File: src/rtl/qppm_pkg.sv
package qppm_pkg;

    localparam int BITS_PER_SYM = 2;
    localparam int SLOTS        = 1 << BITS_PER_SYM;
    localparam int NUM_CH       = 2;
    localparam int CNT_W        = $clog2(SLOTS);

    typedef logic [BITS_PER_SYM-1:0] word_t;
    typedef logic [SLOTS-1:0]        slot_vec_t;
    typedef logic [CNT_W-1:0]        slot_idx_t;

    typedef enum logic {
        MODE_DIRECT = 1'b0,
        MODE_CROSS  = 1'b1
    } lane_mode_e;

    typedef struct packed {
        logic  blank;
        word_t code;
    } lane_req_t;

    // Bit i of the result is the level of slot i.
    function automatic slot_vec_t code_to_slots(lane_req_t req);
        slot_vec_t v;
        v = '0;
        if (!req.blank) v[req.code] = 1'b1;
        return v;
    endfunction

endpackage

File: src/rtl/qppm_frame_ctl.sv
module qppm_frame_ctl
    import qppm_pkg::*;
(
    input  logic      clk,
    input  logic      rst,
    input  logic      pair_vld,
    output logic      accept,
    output logic      busy,
    output slot_idx_t slot_idx
);

    localparam slot_idx_t LAST_SLOT = slot_idx_t'(SLOTS - 1);

    logic      busy_q;
    slot_idx_t cnt_q;

    assign accept   = pair_vld && (!busy_q || cnt_q == LAST_SLOT);
    assign busy     = busy_q;
    assign slot_idx = cnt_q;

    always_ff @(posedge clk) begin
        if (rst) begin
            busy_q <= 1'b0;
            cnt_q  <= '0;
        end else if (accept) begin
            busy_q <= 1'b1;
            cnt_q  <= '0;
        end else if (busy_q) begin
            if (cnt_q == LAST_SLOT) begin
                busy_q <= 1'b0;
                cnt_q  <= '0;
            end else begin
                cnt_q <= cnt_q + 1'b1;
            end
        end
    end

    // a strobe inside a symbol never restarts the slot count
    a_r7_midsym_ignored: assert property (@(posedge clk) disable iff (rst)
        (busy_q && cnt_q != LAST_SLOT) |=>
            (busy_q && cnt_q == slot_idx_t'($past(cnt_q) + 1'b1)));

    // every accepted pair starts a symbol at slot 0
    a_r2_start_slot0: assert property (@(posedge clk) disable iff (rst)
        accept |=> (busy_q && cnt_q == '0));

endmodule

File: src/rtl/qppm_lane_mux.sv
module qppm_lane_mux
    import qppm_pkg::*;
(
    input  lane_mode_e                    mode,
    input  logic [NUM_CH-1:0][BITS_PER_SYM-1:0] word_in,
    output logic [NUM_CH-1:0][BITS_PER_SYM-1:0] word_out
);

    // In cross mode each lane takes its LSB from the neighbouring lane.
    for (genvar ch = 0; ch < NUM_CH; ch++) begin : g_lane
        localparam int PEER = (ch + 1) % NUM_CH;
        always_comb begin
            word_out[ch] = word_in[ch];
            if (mode == MODE_CROSS) word_out[ch][0] = word_in[PEER][0];
        end
    end

endmodule

File: src/rtl/qppm_sym_ser.sv
module qppm_sym_ser
    import qppm_pkg::*;
(
    input  logic      clk,
    input  logic      rst,
    input  logic      load,
    input  lane_req_t req,
    output logic      slot_o
);

    slot_vec_t shreg_q;

    always_ff @(posedge clk) begin
        if (rst)       shreg_q <= '0;
        else if (load) shreg_q <= code_to_slots(req);
        else           shreg_q <= shreg_q >> 1;
    end

    assign slot_o = shreg_q[0];

    // at most one pulse is ever pending in a symbol
    a_r1_single_pulse: assert property (@(posedge clk) disable iff (rst)
        $onehot0(shreg_q));

    // code zero puts its pulse in the first slot
    a_r1_code0_first: assert property (@(posedge clk) disable iff (rst)
        (load && !req.blank && req.code == '0) |=> slot_o);

    // a blanked capture leaves slot 0 empty
    a_r5_blank_slot0: assert property (@(posedge clk) disable iff (rst)
        (load && req.blank) |=> !slot_o);

endmodule

File: src/rtl/qppm_dual_enc.sv
module qppm_dual_enc
    import qppm_pkg::*;
(
    input  logic       clk,
    input  logic       rst,
    input  logic       pair_vld,
    input  logic [1:0] cha_bits,
    input  logic [1:0] chb_bits,
    input  logic       xlv_mode,
    input  logic       cha_off,
    input  logic       chb_off,
    output logic       cha_slot,
    output logic       chb_slot
);

    logic      accept;
    logic      busy;
    slot_idx_t slot_idx;

    logic [NUM_CH-1:0][BITS_PER_SYM-1:0] raw_words;
    logic [NUM_CH-1:0][BITS_PER_SYM-1:0] lane_words;
    logic [NUM_CH-1:0]                   blank_v;
    logic [NUM_CH-1:0]                   slot_v;

    assign raw_words = {chb_bits, cha_bits};
    assign blank_v   = {chb_off, cha_off};

    qppm_frame_ctl u_ctl (
        .clk      (clk),
        .rst      (rst),
        .pair_vld (pair_vld),
        .accept   (accept),
        .busy     (busy),
        .slot_idx (slot_idx)
    );

    qppm_lane_mux u_mux (
        .mode     (lane_mode_e'(xlv_mode)),
        .word_in  (raw_words),
        .word_out (lane_words)
    );

    for (genvar ch = 0; ch < NUM_CH; ch++) begin : g_ch
        lane_req_t req;
        assign req.blank = blank_v[ch];
        assign req.code  = lane_words[ch];

        qppm_sym_ser u_ser (
            .clk    (clk),
            .rst    (rst),
            .load   (accept),
            .req    (req),
            .slot_o (slot_v[ch])
        );
    end

    assign cha_slot = slot_v[0];
    assign chb_slot = slot_v[1];

    // no pulse leaves the block while no symbol is in flight
    a_r8_idle_quiet: assert property (@(posedge clk) disable iff (rst)
        !busy |-> (!cha_slot && !chb_slot));

    // a pulse in the last slot ends the symbol on both lanes
    a_r9_aligned_end: assert property (@(posedge clk) disable iff (rst)
        (busy && slot_idx == slot_idx_t'(SLOTS - 1) && !accept) |=>
            (!cha_slot && !chb_slot));

endmodule

File: config.mk
export PLATFORM = sky130hd
export DESIGN_NAME = qppm_dual_enc
export DESIGN_NICKNAME = d
export VERILOG_FILES = /design/src/rtl/qppm_pkg.sv /design/src/rtl/qppm_frame_ctl.sv /design/src/rtl/qppm_lane_mux.sv /design/src/rtl/qppm_sym_ser.sv /design/src/rtl/qppm_dual_enc.sv
export SDC_FILE = /design/constraint.sdc
export NUM_CORES = 1
export LEC_CHECK = 0
export BUFFER_PORTS_ARGS = -buffer_cell sky130_fd_sc_hd__buf_2
export CAP_MARGIN = 20
export CELL_PAD_IN_SITES_DETAIL_PLACEMENT = 1
export CELL_PAD_IN_SITES_GLOBAL_PLACEMENT = 1
export CORE_AREA = 2 2 39 41
export CTS_BUF_LIST = sky130_fd_sc_hd__clkbuf_2 sky130_fd_sc_hd__clkbuf_4 sky130_fd_sc_hd__clkbuf_8
export DETAILED_ROUTE_END_ITERATION = 6
export DIE_AREA = 0 0 41 43
export PLACE_DENSITY_LB_ADDON = 0.25
export SYNTH_ARGS = -nofsm -noshare
export SYNTH_HDL_FRONTEND = slang
export SYNTH_SLANG_ARGS = --single-unit
File: constraint.sdc
create_clock -name clk -period 2.03 [get_ports clk]
set_input_delay 0.1015 -clock clk [delete_from_list [all_inputs] [get_ports clk]]
set_output_delay 0.1015 -clock clk [all_outputs]
set_load 0.02 [all_outputs]
==> results.json <==
{
  "synth_warnings": 0,
  "setup_violations": 0,
  "antenna_cells": 0,
  "final_cell_count_no_fill": 80,
  "drive_above_1_share": 0.313,
  "clk_root_buffer_cell": "clkbuf_4",
  "r2r_start": "u_ctl.slot_idx[0]",
  "r2r_slack_ns": 0.80,
  "worst_path_max_delay_cell": "dfxtp_1",
  "synth_compound_area_frac": 0.152,
  "worst_slack_ns": 0.800,
  "ant_nets": 0,
  "slew_violations": 0,
  "die_w_um": 41,
  "drc": 0,
  "synthAdderAreaFrac": 0.0262,
  "clock_path_buffers": 2,
  "critPathLaunchType": "flop",
  "post_cts_buffers": 0,
  "setup_tns_ns": 0,
  "fin_skew_ns": 0.00312,
  "hp-start": "rst",
  "die_y_um": 43,
  "holdPathStages": 2,
  "cp_top_family": "flip-flops",
  "place_ws_ns": 0.807,
  "drv_cap": 0,
  "end_kind": "flop",
  "clk_latency_ns": 0.26,
  "path_max_fanout": 6,
  "ys_seq_area_frac": 0.462,
  "syn_nets": 61,
  "grt_pass1_vias": 390,
  "cts-htree-levels": 1,
  "peakVddDrop_mv": 0.334,
  "outcome": "completed",
  "drt-initial-drc-count": 2,
  "drt_wl_total_um": 991,
  "gp_congestion": 0.710,
  "cts_num_sinks": 11,
  "r2r_end": "g_ch[0].u_ser.shreg_q[1]",
  "hpwl_um": 788,
  "clkTransAtPathRegs_ns": 0.07,
  "critPathBufInv": 0,
  "whs_endpoint": "u_ctl.slot_idx[0]",
  "worst_ep_required_time_ns": 2.19,
  "critical_path_arrival_ns": 1.39,
  "critPathKind": "reg2reg",
  "power_density_nw_per_um2": 761,
  "p_leak_nw": 0.236,
  "vias": 410,
  "grt-ovfl-total": 0,
  "die-area_sq_um": 1760,
  "period_minus_slack_ns": 1.23,
  "wl_per_cell_um": 12.4,
  "port_buffers": 11,
  "core-area_sq_um": 1380,
  "path_cells": "ha_1, nand2b_2, nand2_1, a32o_1",
  "rows": 14,
  "synth_top_family_by_area": "simple AND/OR/NAND/NOR gates",
  "grt_pass1_wl_mm": 1.68,
  "fin_crit_sh": 0.606,
  "rsz0062_at_grt": "no",
  "min_path_type": "in2reg",
  "avgSynthCellArea_sq_um": 9.53,
  "area_growth_pct": 21.0,
  "synthMuxAreaShare": 0.0630,
  "synthCells": 50,
  "cts_tree": "yes",
  "io_pins": 12,
  "grt_max_degree": 11,
  "start_util": 0.344,
  "grt_usage": 0.148,
  "fmax_mhz": 813,
  "synth_cell_types": 21,
  "reg2reg_depth": 4,
  "firstDrtPassIters": 2,
  "cts_resized": 0,
  "vias_per_cell": 5.13,
  "worstSetupStartpoint": "u_ctl.slot_idx[0]",
  "slowest_delay_ns": 0.35,
  "relSlewSlack": 0.750,
  "placed_cells": 76,
  "hold_violations": 0,
  "antenna_found_initial": 0,
  "fin_nets": 76,
  "numCtsBuffers": 3,
  "n_fill_cell": 174,
  "yosys.area_share.simple": 0.270,
  "synth_area_sq_um": 477,
  "synth_xor_area_frac": 0,
  "synth-seq-cells": 11,
  "holdBufCountCts": 0,
  "worst_pin_slew_ns": 0.365
}
[cells in the mapped netlist (all sizes together)]
library cell | number | area share
dfxtp | 11 | 0.46
nand2 | 5 | 0.039
nor3 | 5 | 0.052
mux2i | 3 | 0.063
nand2b | 3 | 0.045
nor2 | 3 | 0.029
a21oi | 2 | 0.021
a32o | 2 | 0.042
inv | 2 | 0.016
nand3 | 2 | 0.021
nand4 | 2 | 0.026
nor4 | 2 | 0.026
o21ai | 2 | 0.021
o32ai | 2 | 0.068
and2b | 1 | 0.016
buf | 1 | 0.010
ha | 1 | 0.026
nor3b | 1 | 0.016
[where the power goes]
part           switching (mW)  leakage [nW]  internal, mW  total [mW]
logic                  0.0329         0.129        0.0212      0.0541
clock network          0.0689        0.0184        0.0894       0.158
registers             0.00404        0.0894         0.222       0.226
total                   0.106         0.236         0.333       0.439
[placed cells by master, fill, tap and decap left out, types with 3 or more instances in the layout]
cell type  instances
buf_2             11
mux2i_1            3
nor3_1             5
dfxtp_1           11
nand2_1            5
clkbuf_4           4
[through the flow]
step | utilization | hold WS (ns) | instance area (sq um) | power, mW
4_1_cts | 0.417 | 0.136 | 577 | 0.448
3_3_place_gp | 0.395 | 0.422 | 547 | 0.286
6_report | 0.417 | 0.145 | 577 | 0.439
2_1_floorplan | - | 0.245 | 477 | 0.265
3_5_place_dp | 0.395 | 0.423 | 547 | 0.286
5_1_grt | 0.417 | 0.146 | 577 | 0.466
[registers in the layout (all words and copies together) (netlist names)]
| signal | cells |
|---|---|
| g_ch.u_ser.shreg_q | 8 |
| u_ctl.slot_idx | 2 |
| u_ctl.busy | 1 |
[layout make-up]
cell class                 count  area, sq um  share of cell area
multi-input combinational     36          244               0.423
sequential                    11          220               0.382
timing repair buffer          11         55.1              0.0954
clock buffer                   4         30.0              0.0521
tap                           16         20.0              0.0347
inverter                       2         7.51              0.0130
[kinds of logic after synthesis]
kind of cell	Yosys count
compound gates	8
fa+ha+maj	1
buf+inv	3
flops	11
mux	3
simple gates	24
[routing by layer]
layer  wire [um]  share of wire  up-vias  GRT usage
li1            -              -      212          -
met1         445           0.45      189      0.178
met2         481           0.49        7      0.213
met3          53          0.053        2     0.0785
met4          10          0.010        0     0.0600
met5           0              0        -          0
[how the worst max path moves through the flow]
stage	to	slack [ns]	cells past startpoint
5_1_grt	g_ch[1].u_ser.shreg_q[3]	0.72	4
4_1_cts	g_ch[0].u_ser.shreg_q[1]	0.79	4
3_3_place_gp	g_ch[1].u_ser.shreg_q[3]	0.82	4
6_report	g_ch[0].u_ser.shreg_q[1]	0.80	4
2_1_floorplan	g_ch[0].u_ser.shreg_q[1]	0.93	4
3_5_place_dp	g_ch[0].u_ser.shreg_q[1]	0.81	4
Note: power is estimated with default switching activity, not from simulation.
